==> src/rtl/twi_pkg.sv <==
package twi_pkg;

    typedef enum logic [3:0] {
        ST_IDLE,
        ST_DEV,
        ST_DEV_ACK,
        ST_PTR,
        ST_PTR_ACK,
        ST_WDAT,
        ST_WDAT_ACK,
        ST_RDAT,
        ST_RDAT_ACK,
        ST_SKIP
    } twi_state_t;

endpackage

==> src/rtl/twi_line_sync.sv <==
module twi_line_sync #(
    parameter int LINES  = 2,
    parameter int STAGES = 2
) (
    input  logic             clk,
    input  logic             rst_n,
    input  logic [LINES-1:0] d_in,
    output logic [LINES-1:0] d_out
);

    for (genvar g = 0; g < LINES; g++) begin : g_line
        logic [STAGES-1:0] chain;

        always_ff @(posedge clk or negedge rst_n) begin
            if (!rst_n) begin
                chain <= '1;
            end else begin
                chain <= {chain[STAGES-2:0], d_in[g]};
            end
        end

        assign d_out[g] = chain[STAGES-1];
    end

endmodule

==> src/rtl/twi_bus_events.sv <==
module twi_bus_events (
    input  logic clk,
    input  logic rst_n,
    input  logic scl_s,
    input  logic sda_s,
    output logic scl_rise,
    output logic scl_fall,
    output logic start_ev,
    output logic stop_ev
);

    logic scl_q;
    logic sda_q;

    always_ff @(posedge clk or negedge rst_n) begin
        if (!rst_n) begin
            scl_q <= 1'b1;
            sda_q <= 1'b1;
        end else begin
            scl_q <= scl_s;
            sda_q <= sda_s;
        end
    end

    assign scl_rise = scl_s & ~scl_q;
    assign scl_fall = ~scl_s & scl_q;
    // data edges only count as conditions while the clock stays high
    assign start_ev = scl_s & scl_q & sda_q & ~sda_s;
    assign stop_ev  = scl_s & scl_q & ~sda_q & sda_s;

endmodule

==> src/rtl/twi_reg_target.sv <==
module twi_reg_target
    import twi_pkg::*;
#(
    parameter logic [6:0] DEV_ADDR    = 7'h28,
    parameter int         AW          = 7,
    parameter int         DW          = 8,
    parameter int         SYNC_STAGES = 2
) (
    input  logic          clk,
    input  logic          rst_n,
    input  logic          scl_in,
    input  logic          sda_in,
    output logic          sda_pull,
    output logic [AW-1:0] reg_addr,
    output logic [DW-1:0] reg_wdata,
    output logic          reg_we,
    input  logic [DW-1:0] reg_rdata
);

    localparam int CW = $clog2(DW + 1);

    logic [1:0] sync_q;
    logic       scl_s, sda_s;
    logic       scl_rise, scl_fall, start_ev, stop_ev;

    twi_line_sync #(.LINES(2), .STAGES(SYNC_STAGES)) u_sync (
        .clk   (clk),
        .rst_n (rst_n),
        .d_in  ({scl_in, sda_in}),
        .d_out (sync_q)
    );
    assign scl_s = sync_q[1];
    assign sda_s = sync_q[0];

    twi_bus_events u_evt (
        .clk      (clk),
        .rst_n    (rst_n),
        .scl_s    (scl_s),
        .sda_s    (sda_s),
        .scl_rise (scl_rise),
        .scl_fall (scl_fall),
        .start_ev (start_ev),
        .stop_ev  (stop_ev)
    );

    twi_state_t    state, state_nx;
    logic [CW-1:0] cnt;
    logic [DW-1:0] shreg;
    logic [AW-1:0] base_ptr, cur_ptr;
    logic          rw_bit;
    logic          ack_seen;
    logic          byte_done;
    logic          addr_match;

    assign byte_done  = (cnt == CW'(DW));
    assign addr_match = (shreg[DW-1:1] == DEV_ADDR);
    assign reg_addr   = cur_ptr;

    // state register
    always_ff @(posedge clk or negedge rst_n) begin
        if (!rst_n) state <= ST_IDLE;
        else        state <= state_nx;
    end

    // next state
    always_comb begin
        state_nx = state;
        if (stop_ev) begin
            state_nx = ST_IDLE;
        end else if (start_ev) begin
            state_nx = ST_DEV;
        end else if (scl_fall) begin
            unique case (state)
                ST_IDLE:     state_nx = ST_IDLE;
                ST_DEV:      if (byte_done) state_nx = addr_match ? ST_DEV_ACK : ST_SKIP;
                ST_DEV_ACK:  if (cnt != '0) state_nx = rw_bit ? ST_RDAT : ST_PTR;
                ST_PTR:      if (byte_done) state_nx = ST_PTR_ACK;
                ST_PTR_ACK:  if (cnt != '0) state_nx = ST_WDAT;
                ST_WDAT:     if (byte_done) state_nx = ST_WDAT_ACK;
                ST_WDAT_ACK: if (cnt != '0) state_nx = ST_WDAT;
                ST_RDAT:     if (byte_done) state_nx = ST_RDAT_ACK;
                ST_RDAT_ACK: if (cnt != '0) state_nx = ack_seen ? ST_RDAT : ST_SKIP;
                ST_SKIP:     state_nx = ST_SKIP;
            endcase
        end
    end

    // datapath: bit counter, shifter, pointers, write strobe
    always_ff @(posedge clk or negedge rst_n) begin
        if (!rst_n) begin
            cnt       <= '0;
            shreg     <= '0;
            base_ptr  <= '0;
            cur_ptr   <= '0;
            rw_bit    <= 1'b0;
            ack_seen  <= 1'b0;
            reg_we    <= 1'b0;
            reg_wdata <= '0;
        end else begin
            reg_we <= 1'b0;
            if (reg_we) cur_ptr <= cur_ptr + 1'b1;

            if (start_ev || stop_ev) begin
                cnt <= '0;
            end else if (scl_rise) begin
                case (state)
                    ST_DEV, ST_PTR, ST_WDAT: begin
                        shreg <= {shreg[DW-2:0], sda_s};
                        cnt   <= cnt + 1'b1;
                    end
                    ST_RDAT_ACK: begin
                        ack_seen <= ~sda_s;
                        cnt      <= cnt + 1'b1;
                    end
                    ST_DEV_ACK, ST_PTR_ACK, ST_WDAT_ACK, ST_RDAT: begin
                        cnt <= cnt + 1'b1;
                    end
                    default: ;
                endcase
            end else if (scl_fall) begin
                case (state)
                    ST_DEV: if (byte_done) begin
                        cnt    <= '0;
                        rw_bit <= shreg[0];
                        if (addr_match && shreg[0]) cur_ptr <= base_ptr;
                    end
                    ST_PTR: if (byte_done) begin
                        cnt      <= '0;
                        base_ptr <= shreg[AW-1:0];
                        cur_ptr  <= shreg[AW-1:0];
                    end
                    ST_WDAT: if (byte_done) begin
                        cnt       <= '0;
                        reg_we    <= 1'b1;
                        reg_wdata <= shreg;
                    end
                    ST_DEV_ACK: if (cnt != '0) begin
                        cnt <= '0;
                        if (rw_bit) begin
                            shreg   <= reg_rdata;
                            cur_ptr <= cur_ptr + 1'b1;
                        end
                    end
                    ST_PTR_ACK, ST_WDAT_ACK: if (cnt != '0) cnt <= '0;
                    ST_RDAT: begin
                        if (byte_done)        cnt   <= '0;
                        else if (cnt != '0)   shreg <= {shreg[DW-2:0], 1'b0};
                    end
                    ST_RDAT_ACK: if (cnt != '0) begin
                        cnt <= '0;
                        if (ack_seen) begin
                            shreg   <= reg_rdata;
                            cur_ptr <= cur_ptr + 1'b1;
                        end
                    end
                    default: ;
                endcase
            end
        end
    end

    // outputs
    always_comb begin
        unique case (state)
            ST_DEV_ACK, ST_PTR_ACK, ST_WDAT_ACK: sda_pull = 1'b1;
            ST_RDAT:                             sda_pull = ~shreg[DW-1];
            default:                             sda_pull = 1'b0;
        endcase
    end

    // ---------------- assertions ----------------
    p_we_single_r3: assert property (@(posedge clk) disable iff (!rst_n)
        reg_we |=> !reg_we);

    p_ptr_step_r5: assert property (@(posedge clk) disable iff (!rst_n)
        reg_we |=> (reg_addr == AW'($past(reg_addr) + 1'b1)));

    p_drive_scl_low_r10: assert property (@(posedge clk) disable iff (!rst_n)
        ($rose(sda_pull) || $fell(sda_pull)) |-> !scl_s);

    p_stop_release_r9: assert property (@(posedge clk) disable iff (!rst_n)
        stop_ev |=> (state == ST_IDLE && !sda_pull));

    p_start_rearm_r8: assert property (@(posedge clk) disable iff (!rst_n)
        start_ev |=> (state == ST_DEV && cnt == '0));

    p_skip_quiet_r2: assert property (@(posedge clk) disable iff (!rst_n)
        (state == ST_SKIP) |-> (!sda_pull && !reg_we));

    p_cnt_bound_r3: assert property (@(posedge clk) disable iff (!rst_n)
        cnt <= CW'(DW));

endmodule

==> config.mk <==
export PLATFORM = sky130hd
export DESIGN_NAME = twi_reg_target
export DESIGN_NICKNAME = d
export VERILOG_FILES = /design/src/rtl/twi_pkg.sv /design/src/rtl/twi_line_sync.sv /design/src/rtl/twi_bus_events.sv /design/src/rtl/twi_reg_target.sv
export SDC_FILE = /design/constraint.sdc
export NUM_CORES = 1
export LEC_CHECK = 0
export ABC_AREA = 1
export ABC_CLOCK_PERIOD_IN_PS = 2100
export BUFFER_PORTS_ARGS = -buffer_cell sky130_fd_sc_hd__buf_4
export CAP_MARGIN = 30
export CORE_AREA = 2 2 89 91
export DETAILED_ROUTE_END_ITERATION = 8
export DIE_AREA = 0 0 91 93
export SETUP_SLACK_MARGIN = 0.4
export SYNTH_ARGS = -nofsm -noshare
export SYNTH_HDL_FRONTEND = slang
export SYNTH_SLANG_ARGS = --single-unit
==> constraint.sdc <==
create_clock -name clk -period 2.1 [get_ports clk]
set_input_delay 0.63 -clock clk [delete_from_list [all_inputs] [get_ports clk]]
set_output_delay 0.63 -clock clk [all_outputs]
set_load 0.01 [all_outputs]
# After elaboration in Yosys (flattened, before gate mapping)
# Index checks and enable logic that the tools add are counted.
# totals
input_bits	12
word_cells	128
out_inout_bits	17
ff_bits	47
# op_classes
reduce_logical	22
eq_ne	28
addsub	2
n_bitwise	14
n_mux	49
# op_table
cell	n
7-bit 2-to-1 mux	11
4-bit 2-to-1 mux	18
8-bit 2-to-1 mux	9
4-bit case mux with 9 select lines	1
7-bit case mux with 4 select lines	1
4-bit inequality test (second input constant)	6
8-bit case mux with 3 select lines	1
5-bit AND reduction	4
3-bit inequality test (second input constant)	6
4-bit by 3-bit == test with 1-bit output (second input constant)	4
4-bit == test (second input constant)	3
4-bit by 1-bit inequality test with 1-bit output (second input constant)	3
4-bit nonzero test	3
10-bit AND reduction	1
4-bit by 2-bit == test with 1-bit output (second input constant)	2
4-bit case mux with 2 select lines	1
8-bit AND reduction	1
4-bit OR reduction	2
8-bit OR reduction	1
7-bit by 1-bit adder with 7-bit output (second input constant)	1
1-bit AND	7
7-bit by 6-bit == test with 1-bit output (second input constant)	1
1-bit NOT	7
3-bit nonzero test	2
14 further kinds	19

# Logic depth before layout (Yosys ltp)
# Gate-level depths: netlist of the first run.
# depth
depth_word	8
depth_mapped	11
depth_no_buf	11

# Hierarchy
# From an unflattened synthesis of the first run, not the netlist that was laid out.
# unflattened
cells_unflattened	425
area_unflattened_um2	2889.0
# by_module_without_submodules
module	cells_per_inst	area_each_um2	n_inst	seq_area_each_um2
twi_reg_target	406	2675.1	1	1026.0
twi_line_sync	6	120.1	1	105.1
twi_bus_events	13	93.8	1	52.6

# Worst setup path after synthesis of the first run
# No wires, ideal clock.
# synth_timing
path_kind	register to register
start	register u_sync.g_line[1].chain[1]
end	register cnt[2]
setup_ps	117
path_stages_with_launch	9
arrival_ps	1595
path_buffers	0
setup_slack_ps	388
period_less_slack_ps	1712
required_ps	1983
cell_sequence	dfstp_2 ha_1 nand3_1 nand2_1 inv_1 nand2_1 nand3_2 nand2_1 nand2_1
# synth_between
elab_chain_len	6
elab_cells_between_ends	17
cone_classes	eq/ne (3); mux (2); bitwise (8); reduce/logical (4)
# synth_rtl
item	line	rtl
from (decl)	twi_line_sync.sv:12	logic [STAGES-1:0] chain;
from (signal assigned)	twi_line_sync.sv:18	chain <= {chain[STAGES-2:0], d_in[g]};
1-bit AND	twi_bus_events.sv:28, twi_bus_events.sv:29	
1-bit AND, on equally long branches (2 in a row)	twi_bus_events.sv:28, twi_bus_events.sv:29	
1-bit logical OR	twi_reg_target.sv:103	if (start_ev || stop_ev) begin
4-bit by 1-bit inequality test with 1-bit output (no source line) (tied with other cells)	--	
5-bit AND reduction (no source line)	--	
to (signal assigned)	twi_reg_target.sv:109	cnt <= cnt + 1'b1;
to (signal assigned)	twi_reg_target.sv:113	cnt <= cnt + 1'b1;
to (signal assigned)	twi_reg_target.sv:116	cnt <= cnt + 1'b1;
to (decl)	twi_reg_target.sv:47	logic [CW-1:0] cnt;
# Parallel ways exist; a longest one is shown, timed or not.
# A chain may end at the register's enable or synchronous reset.

# Worst setup path in the final report of the first run
# layout_timing
start	register state[2]
end	output port sda_pull
# layout_between
elab_chain_len	3
elab_cells_between_ends	6
cone_classes	eq/ne (4); mux (1); reduce/logical (1)
# layout_rtl
item	line	rtl
from (decl)	twi_reg_target.sv:46	twi_state_t state, state_nx;
from (signal assigned)	twi_reg_target.sv:62	else state <= state_nx;
4-bit by 3-bit == test with 1-bit output / 4-bit by 2-bit == test with 1-bit output (equally long branches)	twi_reg_target.sv:164	unique case (state)
3-bit OR reduction	twi_reg_target.sv:164	
1-bit case mux with 2 select lines (*)	twi_reg_target.sv:164	
to (decl)	twi_reg_target.sv:13	output logic sda_pull,
# Every way passes the cells marked *; elsewhere a longest branch is shown, timed or not.

==> results of run 1 <==
[state kept, by name, summed over array words and instances (netlist names), 4 cells and up]
register and cells:
base_ptr 7, cnt 4, reg_addr 7, reg_wdata 8, shreg 8, state 4
u_sync.g_line.chain 4
[per-stage QoR]
stage	hold slack (ns)	worst slack (ns)	cell area, um2	std cells	utilization, %
CTS	0.362	0.0731	3580	541	47.6
detailed placement	0.349	0.211	3240	515	43.0
floorplan	0.334	0.413	2930	388	-
finish	0.332	0.0166	3910	552	52.0
global route	0.363	0.0128	3910	552	52.0
global placement	0.347	0.213	3240	515	43.0
[final timing paths]
| path | startpoint | to |
|---|---|---|
| setup reg to reg | state[0] | shreg[7] |
| hold / removal | rst_n | state[1] |
| max in group asynchronous | rst_n | state[3] |
| setup / recovery | state[2] | sda_pull |
| hold reg to reg | u_sync.g_line[1].chain[0] | u_sync.g_line[1].chain[1] |
| min in group clk | u_sync.g_line[1].chain[0] | u_sync.g_line[1].chain[1] |
[routing by layer]
layer | track usage (%) | vias up
met5 | 0 | -
met4 | 5.18 | 0
met3 | 2.42 | 13
met2 | 30.9 | 96
met1 | 25.2 | 1279
li1 | - | 1385
[power by group through the flow]
stage                     Sequential (mW)  Clock (mW)  Combinational, mW
after floorplan                      1.21           0               1.10
after global placement               1.29           0               1.40
after detailed placement             1.29           0               1.41
after CTS                            1.26       0.605               1.68
after global routing                 1.30       0.635               2.23
final                                1.28       0.597               2.04
[cells in the final DEF (no fill, tap or decap), types with 14 or more instances in the layout]
master / n
nor2_1: 25
o21ai_0: 16
buf_4: 50
nand4_1: 17
nand2_4: 14
dfrtp_1: 38
nand2_1: 105
nand3_1: 27
inv_1: 29
nand2_2: 19
[worst max-delay path: cells and delay by family (launching register included)]
kind	cells	cell delay (ns)
AOI/OAI and AO/OA	1	0.14
buffers and inverters	2	0.32
and+or+nand+nor	2	0.24
DFF	1	0.45
[final cells by class]
| class | instances | area [um2] |
|---|---|---|
| flip-flops and latches | 47 | 1190 |
| multi-input cells | 297 | 1840 |
| repair buffers | 58 | 510 |
| fillers | 748 | 3610 |
| well taps | 102 | 128 |
| clock buffers | 7 | 86.3 |
| clock inverters | 1 | 8.76 |
| inverters | 40 | 153 |
[cells in the mapped netlist, types with 3 or more instances]
master    number
nand2_1      132
dfrtp_1       41
inv_1         36
nand3_1       32
nor2_1        31
o21ai_0       19
nand4_1       17
a21oi_1        9
o21ai_2        9
nor2_2         7
dfstp_2        6
ha_1           6
o211ai_1       5
xor2_1         5
inv_2          4
nand2_4        4
nor2_4         3
[logic make-up (layout without fill, tap and decap cells)]
family,count (synthesis),in the layout,synth area share [%]
simple gates,238,239,38.5
flops,47,47,40.5
compound gates,46,46,10.1
buf+inv,45,106,6.59
fa+ha+maj,6,6,2.57
xor+xnor,6,6,1.80
[repair_timing]
action	in CTS	in global routing
gates resized for setup	27	60
cloned	1	2
hold buffers	0	0
endpoints found under the setup margin	34	41
pin swaps	8	17
endpoints found under the hold margin	0	0
setup buffers	17	9
==> flow_metrics.tcl, run 1 <==
set metrics [dict create \
    antenna_found_initial 0 \
    cts_tree "yes" \
    first_iter_violations 215 \
    hold_violations 0 \
    max_cap_viol_count 0 \
    antenna_cells 0 \
    fmax_mhz 480 \
    grt_max_degree 48 \
    cp_data_arrival_time_ns 1.45 \
    grt_usage_pct 18.4 \
    area_growth_pct 33.8 \
    via_per_inst 5.02 \
    port_buffers 28 \
    p_leak_nw 1.87 \
    ys_ff_latch 47 \
    syn_inst 388 \
    fp-row-count 32 \
    power_frac_comb_pct 52.1 \
    synth_area_per_cell_um2 7.54 \
    r2r_setup_slack_ns 0.31 \
    hp-class "in -> async" \
    h-tree-depth 2 \
    synth-edff-count 0 \
    max_stage_delay_ns 0.45 \
    dr_wl_met2_um 3830 \
    synth_top_area_share_pct 35.1 \
    tns_ns 0 \
    vias 2773 \
    clk_latency_ns 0.31 \
    clk_pin_slew_ns 0.09 \
    die_h_um 93 \
    period_minus_slack_ns 2.08 \
    yosys.area.top_type "dfrtp_1" \
    tightest_slew_ns 0.628 \
    ir_worst_vdd_uv 563 \
    numCtsBuffers 5 \
    synthTopCellsByArea "dfrtp_1 (35%), nand2_1 (17%), nand3_1 (5.5%)" \
    drive_above_1_share_pct 35.8 \
    start_util_pct 38.9 \
    top_layer "met4" \
    power_density_nw_per_um2 1000 \
    syn-num-nets 406 \
    ios 29 \
    p_switching_mw 1.79 \
    synthesis.area_um2 2930 \
    dp_hpwl_um 5110 \
    dr.pass1.iters 5 \
    power_mw 3.92 \
    ant_nets 0 \
    power_frac_clock_pct 15.3 \
    drv_slew 0 \
    cts-root-buf "clkbuf_8" \
    drt_wl_total_um 7900 \
    die_area_um2 8460 \
    cts_max_path_buffers 2 \
    fp.coreArea_um2 7530 \
    wl_per_cell_um 14.3 \
    async_flop_share_pct 100 \
    die_w_um 91 \
    sw_frac_of_total_pct 45.7 \
    run_status "finished, final reports clean" \
    slew_headroom_pct 58.1 \
    dr_wl_met3_um 396 \
    grt_pass1_vias 2657 \
    grt_pass1_wl_um 12700 \
    cp-end-kind "output pin" \
    rsz0062_at_grt "yes" \
    required_ns 1.47 \
    critPathLaunchType "flop" \
    wl_met1_um 3600 \
    ys_warn_count 0 \
    internal_power_mw 2.13 \
    drc_errors 0 \
    seq_area_frac_synth_pct 40.5 \
    finalCritPeriodShare_pct 99.2 \
    r2r_cells 10 \
    fin_worst_skew_ns 0.0112 \
    nets 467 \
    cts_num_sinks 47 \
    p_seq_share_pct 32.6 \
    grt-ovfl-total 0 \
    path_class "reg -> out" \
    crit_chain "buf_12 > nor2_4 > nand2_4 > o211ai_1 > buf_4" \
    synthFlopType "dfrtp_1" \
    synth.distinct_cells 33 \
    cp_max_fo 5 \
    setup_violations 0 \
    crit_slowest_cell "dfrtp_2" \
    place_congestion 0.834 \
]
Power figures use the tool's default switching activity.
==> run 2, diff against run 1 <==
==> constraint.sdc (replaced) <==
create_clock -name clk -period 2.1 [get_ports clk]
set_input_delay 0.42 -clock clk [delete_from_list [all_inputs] [get_ports clk]]
set_output_delay 0.42 -clock clk [all_outputs]
set_load 0.01 [all_outputs]
==> flow_metrics.tcl, run 2 (synthesis results as in run 1) <==
set metrics [dict create \
    period_minus_slack_ns 1.84 \
    p_leak_nw 1.85 \
    crit_start "state[3]" \
    fp.coreArea_um2 7530 \
    ant_nets 0 \
    area_growth_pct 33.2 \
    drv_slew 0 \
    cts_num_sinks 47 \
    first_iter_violations 143 \
    layout_common_cells "nand2_1 (114), buf_4 (52), dfrtp_1 (38)" \
    h-tree-depth 2 \
    run_status "finished, final reports clean" \
    r2r_cells 11 \
    antenna_cells 0 \
    r2r_end "cnt[3]" \
    path_depth 4 \
    path_class "reg -> out" \
    port_buffers 28 \
    cp.buffers_inverters 1 \
    nFillCells 738 \
    fp-row-count 32 \
    fmax_mhz 543 \
    power_density_nw_per_um2 1050 \
    grt_max_degree 48 \
    numCtsBuffers 5 \
    cts_hold_buffers 0 \
    cp-end-kind "output pin" \
    sw_frac_of_total_pct 43.6 \
    finalCritPeriodShare_pct 87.6 \
    hold_violations 0 \
    multi_input_area_um2 1830 \
    r2r_setup_slack_ns 0.37 \
    dp_hpwl_um 5160 \
    power_mw 4.10 \
    place_congestion 0.902 \
    clk_latency_ns 0.31 \
    cp_data_arrival_time_ns 1.42 \
    reg2reg_from "state[2]" \
    crit_chain "nor2_4 > nand2_4 > o211ai_1 > buf_4" \
    nets 468 \
    drc_errors 0 \
    grt-ovfl-total 0 \
    cp_max_fo 4 \
    layout_commonest_cell "nand2_1" \
    rsz0062_at_grt "yes" \
    timing.final.ws_setup_ns 0.260 \
    internal_power_mw 2.31 \
    required_ns 1.68 \
    drive_above_1_share_pct 35.3 \
    start_util_pct 38.9 \
    dr.pass1.iters 5 \
    grt_usage_pct 17.7 \
    dpl_worst_slack_ns 0.180 \
    grt_pass1_wl_um 12100 \
    cts-root-buf "clkbuf_8" \
    die_h_um 93 \
    max_stage_delay_ns 0.48 \
    via_per_inst 5.00 \
    vias 2763 \
    p_seq_share_pct 31.1 \
    top_regs "reg_wdata: 8 flops, shreg: 8 flops" \
    hp-class "in -> async" \
    tns_ns 0 \
    power_frac_clock_pct 17.7 \
    die_area_um2 8460 \
    antenna_found_initial 0 \
    max_cap_viol_count 0 \
    setup_violations 0 \
    clk_pin_slew_ns 0.10 \
    slew_headroom_pct 59.2 \
    placedCellCount 515 \
    crit_slowest_cell "dfrtp_2" \
    layoutNonFillerInstCount 553 \
    seq_area_um2 1190 \
    grt_pass1_vias 2545 \
    critPathLaunchType "flop" \
    cts_tree "yes" \
    fin_worst_skew_ns 0.0122 \
    power_frac_comb_pct 51.2 \
    die_w_um 91 \
    drt_wl_total_um 7730 \
    cts_max_path_buffers 2 \
    tightest_slew_ns 0.611 \
    p_switching_mw 1.79 \
    ir_worst_vdd_uv 636 \
    hold_ws_ns 0.107 \
    ios 29 \
    wl_per_cell_um 14.0 \
    critical-path-top-delay-family "flip-flops" \
]
[run 2: power groups by stage]
stage          logic (mW)  registers [mW]  clock network [mW]
2_1_floorplan        1.10            1.21                   0
3_3_place_gp         1.40            1.28                   0
3_5_place_dp         1.41            1.29                   0
4_1_cts              1.70            1.27               0.739
5_1_grt              2.30            1.30               0.774
6_report             2.10            1.28               0.726
[run 2: worst reg2reg max path, stage by stage, from the launching register on]
cell and delay (ns):
dfrtp_2 0.46, inv_2 0.09, nor2_4 0.05, buf_6 0.12, buf_4 0.14, inv_2 0.07
nand4_1 0.17, nand2_1 0.14, nand2_2 0.13, buf_6 0.15, nand4_1 0.07, nand2_1 0.05
[run 2: cell type report]
type / count / share of cell area [%]
well taps: 102 / 3.27
inverters: 40 / 3.98
flip-flops and latches: 47 / 30.5
clock inverters: 2 / 0.995
repair buffers: 58 / 12.3
multi-input cells: 298 / 46.9
clock buffers: 6 / 2.12
[run 2: how the worst max path moves through the flow]
| stage | to | slack (ns) |
|---|---|---|
| after floorplan | shreg[0] | 0.41 |
| after global placement | shreg[7] | 0.22 |
| after detailed placement | shreg[0] | 0.18 |
| after CTS | sda_pull | 0.28 |
| after global routing | sda_pull | 0.24 |
| final | sda_pull | 0.26 |
[run 2: timing repair]
item / in CTS / in global routing
setup endpoints to repair: 34 / 39
gates cloned: 1 / 1
resized for setup: 29 / 48
buffers inserted: 12 / 16
pin swaps: 8 / 17
hold endpoints to repair: 0 / 0
[run 2: layer usage]
| layer | GRT usage, % | routed length (um) | vias up |
|---|---|---|---|
| met3 | 2.50 | 358 | 13 |
| met5 | 0 | 0 | - |
| met4 | 5.81 | 151 | 0 |
| met2 | 28.8 | 3730 | 67 |
| met1 | 24.5 | 3490 | 1291 |
| li1 | - | - | 1392 |
[run 2: through the flow]
stage / area (um2) / util [%]
2_1_floorplan: 2930 / -
3_3_place_gp: 3240 / 43.0
3_5_place_dp: 3240 / 43.0
4_1_cts: 3590 / 47.7
5_1_grt: 3900 / 51.8
6_report: 3900 / 51.8
